## config.mk

```make
export PLATFORM = sky130hd
export DESIGN_NAME = sata_link_bringup
export DESIGN_NICKNAME = d
export VERILOG_FILES = /design/src/rtl/sata_bringup_pkg.sv /design/src/rtl/ms_wait_timer.sv /design/src/rtl/ctrl_word_map.sv /design/src/rtl/sata_link_bringup.sv
export SDC_FILE = /design/constraint.sdc
export NUM_CORES = 1
export LEC_CHECK = 0
export CAP_MARGIN = 20
export CORE_ASPECT_RATIO = 2
export CORE_MARGIN = 3
export CORE_UTILIZATION = 35
export CTS_BUF_LIST = sky130_fd_sc_hd__clkbuf_8
export CTS_CLUSTER_DIAMETER = 200
export CTS_CLUSTER_SIZE = 25
export DETAILED_ROUTE_END_ITERATION = 8
export PLACE_DENSITY = 0.7
export SLEW_MARGIN = 20
export SYNTH_ARGS = -nofsm -noshare
export SYNTH_HDL_FRONTEND = slang
export SYNTH_SLANG_ARGS = --single-unit
```

## constraint.sdc

```tcl
create_clock -name clk -period 1.8 [get_ports clk]
set_clock_uncertainty 0.2 [all_clocks]
set_input_delay 0.18 -clock clk [delete_from_list [all_inputs] [get_ports clk]]
set_output_delay 0.18 -clock clk [all_outputs]
set_load 0.05 [all_outputs]
```

## src/rtl/sata_bringup_pkg.sv

```systemverilog
package sata_bringup_pkg;

  typedef enum logic [2:0] {
    ST_IDLE,
    ST_CLKWAIT,
    ST_WRITE,
    ST_SETTLE,
    ST_POLL
  } bring_state_e;

  localparam int unsigned CW_ENABLE_BIT = 0;
  localparam int unsigned CW_SLAVE_BIT  = 1;
  localparam int unsigned CW_HPDET_BIT  = 4;
  localparam int unsigned READY_BIT     = 0;

  localparam logic [2:0] MODE_A0_SLAVE = 3'd2;
  localparam logic [2:0] MODE_A1_SLAVE = 3'd3;

  localparam logic [7:0] CTRL_OFS_A0 = 8'h18;
  localparam logic [7:0] CTRL_OFS_A1 = 8'h1C;

endpackage

```

## src/rtl/ms_wait_timer.sv

```systemverilog
module ms_wait_timer #(
  parameter int unsigned CNT_W = 8
) (
  input  logic             clk,
  input  logic             rst_n,
  input  logic             load_i,
  input  logic [CNT_W-1:0] load_val_i,
  input  logic             tick_i,
  output logic             expired_o
);

  logic [CNT_W-1:0] cnt_q, cnt_d;
  logic             dec_en;

  assign dec_en = tick_i && (cnt_q != '0);

  always_comb begin
    cnt_d = cnt_q;
    if (load_i)      cnt_d = load_val_i;
    else if (dec_en) cnt_d = cnt_q - 1'b1;
  end

  always_ff @(posedge clk or negedge rst_n) begin
    if (!rst_n)                 cnt_q <= '0;
    else if (load_i || dec_en)  cnt_q <= cnt_d;
  end

  assign expired_o = (cnt_q == '0);

  // arming with a nonzero interval must hold off expiry for at least one cycle
  assert_load_arms_R5: assert property (@(posedge clk) disable iff (!rst_n)
    (load_i && (load_val_i != '0)) |=> !expired_o);

endmodule

```

## src/rtl/ctrl_word_map.sv

```systemverilog
module ctrl_word_map
  import sata_bringup_pkg::*;
#(
  parameter int unsigned CTRL_W = 16,
  parameter int unsigned ADDR_W = 8
) (
  input  logic              sel_i,
  input  logic [2:0]        mode_i,
  output logic [CTRL_W-1:0] word_o,
  output logic [ADDR_W-1:0] addr_o
);

  logic slave_a0, slave_a1;

  assign slave_a0 = !sel_i && (mode_i == MODE_A0_SLAVE);
  assign slave_a1 =  sel_i && (mode_i == MODE_A1_SLAVE);

  always_comb begin
    word_o                = '0;
    word_o[CW_ENABLE_BIT] = 1'b1;
    word_o[CW_HPDET_BIT]  = 1'b1;
    word_o[CW_SLAVE_BIT]  = slave_a0 || slave_a1;
  end

  assign addr_o = sel_i ? ADDR_W'(CTRL_OFS_A1) : ADDR_W'(CTRL_OFS_A0);

endmodule

```

## src/rtl/sata_link_bringup.sv

```systemverilog
module sata_link_bringup
  import sata_bringup_pkg::*;
#(
  parameter int unsigned SETTLE_MS = 10,
  parameter int unsigned POLL_MS   = 100,
  parameter int unsigned BUDGET_MS = 1000,
  parameter int unsigned STAT_W    = 32,
  parameter int unsigned CTRL_W    = 16,
  parameter int unsigned ADDR_W    = 8
) (
  input  logic              clk,
  input  logic              rst_n,
  input  logic              start_i,
  input  logic              stop_i,
  input  logic              sel_i,
  input  logic [2:0]        route_mode_i,
  input  logic [STAT_W-1:0] phy_status_i,
  input  logic              ms_tick_i,
  output logic [1:0]        clk_en_o,
  output logic              ctrl_wr_o,
  output logic [ADDR_W-1:0] ctrl_addr_o,
  output logic [CTRL_W-1:0] ctrl_word_o,
  output logic              done_o,
  output logic              ok_o
);

  localparam int unsigned TMR_MAX   = (SETTLE_MS > POLL_MS) ? SETTLE_MS : POLL_MS;
  localparam int unsigned CNT_W     = $clog2(TMR_MAX + 1);
  localparam int unsigned MAX_POLLS = (BUDGET_MS / POLL_MS > 0) ? BUDGET_MS / POLL_MS : 1;
  localparam int unsigned POLL_W    = $clog2(MAX_POLLS + 1);

  // asynchronous assert, synchronous release
  logic rst_meta_q, rst_ni;
  always_ff @(posedge clk or negedge rst_n) begin
    if (!rst_n) begin
      rst_meta_q <= 1'b0;
      rst_ni     <= 1'b0;
    end else begin
      rst_meta_q <= 1'b1;
      rst_ni     <= rst_meta_q;
    end
  end

  bring_state_e      state_q, state_d;
  logic              sel_q, sel_d;
  logic [2:0]        mode_q, mode_d;
  logic [1:0]        clk_en_q, clk_en_d;
  logic [POLL_W-1:0] polls_q, polls_d;
  logic              done_q, done_d;
  logic              ok_q, ok_d;
  logic              tmr_load;
  logic [CNT_W-1:0]  tmr_val;
  logic              tmr_expired;
  logic              busy, stop_tgt, phy_ready;

  assign busy      = (state_q != ST_IDLE);
  assign stop_tgt  = busy ? sel_q : sel_i;
  assign phy_ready = phy_status_i[READY_BIT];

  ms_wait_timer #(.CNT_W(CNT_W)) u_timer (
    .clk        (clk),
    .rst_n      (rst_ni),
    .load_i     (tmr_load),
    .load_val_i (tmr_val),
    .tick_i     (ms_tick_i),
    .expired_o  (tmr_expired)
  );

  ctrl_word_map #(.CTRL_W(CTRL_W), .ADDR_W(ADDR_W)) u_map (
    .sel_i  (sel_q),
    .mode_i (mode_q),
    .word_o (ctrl_word_o),
    .addr_o (ctrl_addr_o)
  );

  always_comb begin
    state_d  = state_q;
    sel_d    = sel_q;
    mode_d   = mode_q;
    clk_en_d = clk_en_q;
    polls_d  = polls_q;
    done_d   = 1'b0;
    ok_d     = ok_q;
    tmr_load = 1'b0;
    tmr_val  = CNT_W'(SETTLE_MS);
    if (stop_i) begin
      clk_en_d[stop_tgt] = 1'b0;
      state_d            = ST_IDLE;
    end else begin
      unique case (state_q)
        ST_IDLE: if (start_i) begin
          sel_d           = sel_i;
          mode_d          = route_mode_i;
          clk_en_d[sel_i] = 1'b1;
          ok_d            = 1'b0;
          tmr_load        = 1'b1;
          state_d         = ST_CLKWAIT;
        end
        ST_CLKWAIT: if (tmr_expired) state_d = ST_WRITE;
        ST_WRITE: begin
          tmr_load = 1'b1;
          state_d  = ST_SETTLE;
        end
        ST_SETTLE: if (tmr_expired) begin
          tmr_load = 1'b1;
          tmr_val  = CNT_W'(POLL_MS);
          polls_d  = '0;
          state_d  = ST_POLL;
        end
        ST_POLL: if (tmr_expired) begin
          if (phy_ready) begin
            done_d  = 1'b1;
            ok_d    = 1'b1;
            state_d = ST_IDLE;
          end else if (polls_q == POLL_W'(MAX_POLLS - 1)) begin
            done_d          = 1'b1;
            ok_d            = 1'b0;
            clk_en_d[sel_q] = 1'b0;
            state_d         = ST_IDLE;
          end else begin
            polls_d  = polls_q + 1'b1;
            tmr_load = 1'b1;
            tmr_val  = CNT_W'(POLL_MS);
          end
        end
        default: state_d = ST_IDLE;
      endcase
    end
  end

  always_ff @(posedge clk or negedge rst_ni) begin
    if (!rst_ni) begin
      state_q  <= ST_IDLE;
      sel_q    <= 1'b0;
      mode_q   <= '0;
      clk_en_q <= '0;
      polls_q  <= '0;
      done_q   <= 1'b0;
      ok_q     <= 1'b0;
    end else begin
      state_q  <= state_d;
      sel_q    <= sel_d;
      mode_q   <= mode_d;
      clk_en_q <= clk_en_d;
      polls_q  <= polls_d;
      done_q   <= done_d;
      ok_q     <= ok_d;
    end
  end

  assign clk_en_o  = clk_en_q;
  assign ctrl_wr_o = (state_q == ST_WRITE);
  assign done_o    = done_q;
  assign ok_o      = ok_q;

  assert_write_clocked_R2: assert property (@(posedge clk) disable iff (!rst_ni)
    ctrl_wr_o |-> clk_en_o[sel_q]);

  assert_single_write_R4: assert property (@(posedge clk) disable iff (!rst_ni)
    ctrl_wr_o |=> !ctrl_wr_o);

  assert_ok_keeps_clock_R6: assert property (@(posedge clk) disable iff (!rst_ni)
    (done_o && ok_o) |-> clk_en_o[sel_q]);

  assert_fail_gates_clock_R7: assert property (@(posedge clk) disable iff (!rst_ni)
    (done_o && !ok_o) |-> !clk_en_o[sel_q]);

  assert_done_pulse_R8: assert property (@(posedge clk) disable iff (!rst_ni)
    done_o |=> !done_o);

  assert_busy_start_ignored_R9: assert property (@(posedge clk) disable iff (!rst_ni)
    (busy && start_i && !stop_i) |=> ($stable(sel_q) && $stable(mode_q)));

  assert_stop_gates_clock_R10: assert property (@(posedge clk) disable iff (!rst_ni)
    stop_i |=> (!clk_en_o[$past(stop_tgt)] && !done_o));

endmodule

```

# Word level (Yosys, flattened, before mapping)
# Index checks and enable logic that the tools add are counted.
[totals]
ramBits = 0
mem_count = 0
output_inout_bits = 29
word_cells = 119
inputBits = 41
latchBits = 0
reg_bits = 24
mem_bits_ro = 0
[op_classes]
muxes = 52
order_cmp = 6
n_eq_ne = 20
n_reduce_logical = 23
add_sub_neg = 2
multipliers = 0
div_mod_pow = 0
shifts = 0
n_bitwise = 6
[op_table]
columns = ["op", "count"]
rows = [
  ["$mux 7", 7],
  ["$mux 3", 8],
  ["$ne 3x3->1 const B", 7],
  ["$mux 1", 19],
  ["$mux 4", 4],
  ["$pmux 3 s5", 1],
  ["$reduce_and 5->1", 3],
  ["$pmux 7 s2", 1],
  ["$eq 3x2->1 const B", 4],
  ["$mux 2", 5],
  ["$ne 2x2->1 const B", 5],
  ["$pmux 4 s2", 1],
  ["$logic_not 7->1", 1],
  ["$reduce_bool 7->1", 1],
  ["$sub 7x1->7 const B", 1],
  ["$logic_and 1x1->1", 6],
  ["$lt 1x2->1 const B", 3],
  ["$reduce_and 6->1", 1],
  ["$reduce_bool 2->1", 3],
  ["$reduce_bool 3->1", 2],
  ["$add 4x1->4 const B", 1],
  ["$and 2x2->2", 2],
  ["$eq 4x4->1 const B", 1],
  ["$ne 4x4->1 const B", 1],
  ["other kinds (15)", 21],
]

# Longest topological paths before layout
[logic_depth]
depth_word = 11
depth_mapped = 7
depth_no_buf = 6

# By module
# A second synthesis with hierarchy kept.
[unflattened]
cells_unflattened = 164
area_unflattened_um2 = 1521.5
[by_module_without_submodules]
columns = ["mod", "instances", "cells_per_inst", "area_each_um2"]
rows = [
  ["sata_link_bringup", 1, 89, 895.9],
  ["ms_wait_timer", 1, 48, 424.2],
  ["ctrl_word_map", 1, 27, 201.4],
]

# Worst setup path before layout
# Ideal clock, no wire load.
[synth_path]
kind = "register to output"
start = "register state_q[2]"
end = "output port ctrl_wr_o"
t_required_ns = 1.420
n_path_buf = 1
path_slack_ns = -0.315
stages_incl_launch_ff = 3
t_arrival_ns = 1.735
path_cell_list = "dfrtp_1 > clkbuf_1 > nor3b_1"
[synth_via]
elab_chain_len = 1
[synth_lines]
columns = ["item", "line_no", "source"]
rows = [
  ["from (decl)", "sata_link_bringup.sv:44", "bring_state_e state_q, state_d;"],
  ["from (signal assigned)", "sata_link_bringup.sv:141", "state_q <= state_d;"],
  ["$eq 3x2->1", "sata_link_bringup.sv:152", "assign ctrl_wr_o = (state_q == ST_WRITE);"],
  ["to (decl)", "sata_link_bringup.sv:20", "output logic ctrl_wr_o,"],
]
# No other way between the ends.

# Final worst setup path
[layout_path]
start = "register u_timer.cnt_q[2]"
end = "register ok_q, in the netlist ok_o"
[layout_via]
elab_chain_len = 3
[layout_lines]
columns = ["item", "line_no", "source"]
rows = [
  ["from (decl)", "ms_wait_timer.sv:12", "logic [CNT_W-1:0] cnt_q, cnt_d;"],
  ["from (signal assigned)", "ms_wait_timer.sv:25", "else if (load_i || dec_en) cnt_q <= cnt_d;"],
  ["$logic_not 7->1", "ms_wait_timer.sv:28", "assign expired_o = (cnt_q == '0);"],
  ["$ne 2x2->1 (no line)", "n/a", ""],
  ["$reduce_and 5->1 (no line)", "n/a", ""],
  ["to (signal assigned)", "sata_link_bringup.sv:147", "ok_q <= ok_d;"],
  ["to (decl)", "sata_link_bringup.sv:50", "logic ok_q, ok_d;"],
]
# No other way between the ends.
# A chain may end at the register's enable or synchronous reset.

==> run summary <==
required time worst endpoint = 1.75 ns
Cell Chain, Critical Path = or4_4 -> o41ai_4 -> nand3_1 -> o31a_1
RSZ-0062 raised after global routing = true
clk sinks = 24
Synth top cells by count = 24 x dfrtp_1, 23 x buf_4, 7 x nor2_1
area leader, netlist = dfrtp_1
Post-DP Area = 1930 um^2
Yosys cell types = 43
antenna violations before repair = 0
# port buffers = 16
n_diodes = 0
Synth top area share = 0.402
# IOs = 70
layout cell share with drive strength beyond 1 = 0.413
Mapped Area = 1500 um^2
vias in the first global route = 1277
synth warn = 0
Die Wd = 52.2 um
pin count of the biggest net entering global routing = 14
Remaining DRCs = 0
max incr delay on CP = 0.56 ns
kind of end point of the critical path = register
Min Hold Slack = -0.00541 ns
Critical Path AT = 1.90 ns
worst setup path category = reg -> reg
count leader, synth = dfrtp_1
Seq cells post-synth = 24
Detailed Place HPWL = 2.65 mm
startpoint types = register
Avg Inst Size Synth = 9.90 um^2
root buffer cell = clkbuf_8
Die ar. = 5140 um^2
first-pass GRT wire length = 5.64 mm
Hold Path Class = reg -> async
Clock Tree Buf Depth = 2
FMAX = 0.513 GHz
endpoints failing hold = 5
Final setup violation count = 12
Final period util = 1.08
critical path peak fanout = 4
status = complete, but fails checks
peak supply drop = 0.641 mV
max-slew violations = 0
Initial Util = 0.366
sequential share of the synthesized area = 0.402
CTS tree = built
minimum clock period = 1.95 ns
P per Cell Area = 1090 nW/um^2
Nets = 251
Final Cell Area = 2130 um^2
cts bufs inserted = 3
Starting DRT DRC Count = 13
area delta synth->final = 42.5%
first-pass iteration count of the detailed router = 4
Core Util, Final = 0.521
GRT overflow = 0
max cap viols = 0
core outline area = 4090 um^2
row count = 33
via count = 1269
Clock Pin Slew Worst Setup and Hold Paths = 0.09 ns
H-tree Lvls = 1
post-route ant nets = 0
Final WS setup = -0.148 ns
Vias per Instance = 4.92
EDFF count, synth = 0
Fill cells = 380
violated checks = hold timing, setup timing
GRT Overall Usage = 0.144
top cells by area, synth = dfrtp_1 40%, buf_4 12%, mux2_2 3.8%
Async SR Flop Fraction = 1.00
detailed-route wire length = 3.57 mm
chip height = 98.4 um
top cell family by delay on the critical path = simple AND/OR/NAND/NOR gates
CP bufs+invs = 0
post-DR wirelength/cell = 13.8 um
Top FF cell, synth = dfrtp_1
clock latency on the worst-skew pair = 0.26 ns
Post-Syn Instances = 151
Slowest-stage cell, CP = or4_4
RD Place Congestion = 0.831
P_leak = 0.997 nW
## worst reg2reg max path: stages, from the launching register on
cell     delay, ns
dfrtp_2       0.41
or4_4         0.56
o41ai_4       0.35
nand3_1       0.18
o31a_1        0.13
## state kept, by name, summed over array words and instances, names as in the netlist
signal         flops
u_timer.cnt_q      7
polls_q            4
mode_q             3
state_q            3
clk_en_o           2
done_o             1
ok_o               1
rst_meta_q         1
rst_ni             1
sel_q              1
## layout by cell type, fill, tap and decap left out, types with 2 or more instances in the layout
cell type and instances:
nor4_1 2, buf_4 46, ha_1 2, nand2b_1 4, o21ai_0 4, o31ai_4 2
nor4_4 2, mux2i_1 3, nor2_1 6, nand3_1 5, inv_1 7, nor3_1 6
nor3b_2 2, xor2_1 5, nand2_1 3, dfrtp_1 22, o21ai_2 3, conb_1 23
dfrtp_2 2, mux2_2 4, a21oi_1 3, clkbuf_8 3, nor4_2 2, buf_12 2
a21o_1 3, clkdlybuf4s50_1 9
## layer usage
layer	share of wire	GRT usage
met1	0.33	0.133
met3	0.036	0.0212
met5	0	0
met2	0.62	0.293
met4	0.014	0.0492
## stage by stage
step	worst slack, ns	power (mW)	cells	hold WS [ns]	TNS [ns]
final	-0.148	2.33	258	-0.00541	-0.815
after global routing	-0.201	2.47	258	0.0259	-1.79
after CTS	-0.151	2.28	256	0.0198	-1.25
after detailed placement	-0.180	1.92	249	0.0158	-1.65
after global placement	-0.153	1.89	249	-0.000951	-1.26
after floorplan	-0.0591	1.49	172	-0.316	-0.177
## area by class of cell
type | instances | area [um^2] | area share
clock inverter | 1 | 3.75 | 0.00176
timing repair buffer | 59 | 497 | 0.233
sequential | 24 | 603 | 0.283
inverter | 6 | 22.5 | 0.0106
clock buffer | 3 | 41.3 | 0.0194
multi-input combinational | 113 | 898 | 0.422
tap | 52 | 65.1 | 0.0305
## path summary, 6_finish.rpt
path | from | to | slack, ns | depth (start not counted)
max | u_timer.cnt_q[2]$_DFFE_PN0P_ | ok_o$_DFFE_PN0P_ | -0.15 | 4
min | rst_ni$_DFF_PN0_ | u_timer.cnt_q[6]$_DFFE_PN0P_ | -0.005 | 0
max reg2reg | u_timer.cnt_q[2]$_DFFE_PN0P_ | ok_o$_DFFE_PN0P_ | -0.15 | 4
min reg2reg | rst_ni$_DFF_PN0_ | u_timer.cnt_q[6]$_DFFE_PN0P_ | -0.005 | 0
max in group asynchronous | rst_ni$_DFF_PN0_ | state_q[1]$_DFFE_PN0P_ | 0.85 | 1
min in group clk | rst_meta_q$_DFF_PN0_ | rst_ni$_DFF_PN0_ | 0.15 | 0
## cells by family (layout without fill, tap and decap cells)
logic type | count (synthesis) | after routing | share of synthesized area
fa+ha+maj | 3 | 3 | 0.0251
simple gates | 43 | 43 | 0.174
compound gates | 30 | 30 | 0.154
mux | 8 | 8 | 0.0577
other cells | 2 | 23 | 0.00502
flops | 24 | 24 | 0.402
buf+inv | 35 | 69 | 0.147
xor+xnor | 6 | 6 | 0.0351
## where the power goes
group | switching, mW | internal, mW | leakage [nW]
Combinational | 0.658 | 0.598 | 0.670
Sequential | 0.101 | 0.657 | 0.300
Clock | 0.164 | 0.152 | 0.0269
Total | 0.924 | 1.41 | 0.997
## what timing repair did
item                                   4_1_cts  5_1_grt
endpoints found under the hold margin        2        0
setup endpoints to repair                   14       16
resized for setup                            4       18
pin swaps                                    4        6
setup buffers                                2        2
cloned                                       0        0
hold buffers                                 1        0
(Power assumes the default switching activity.)
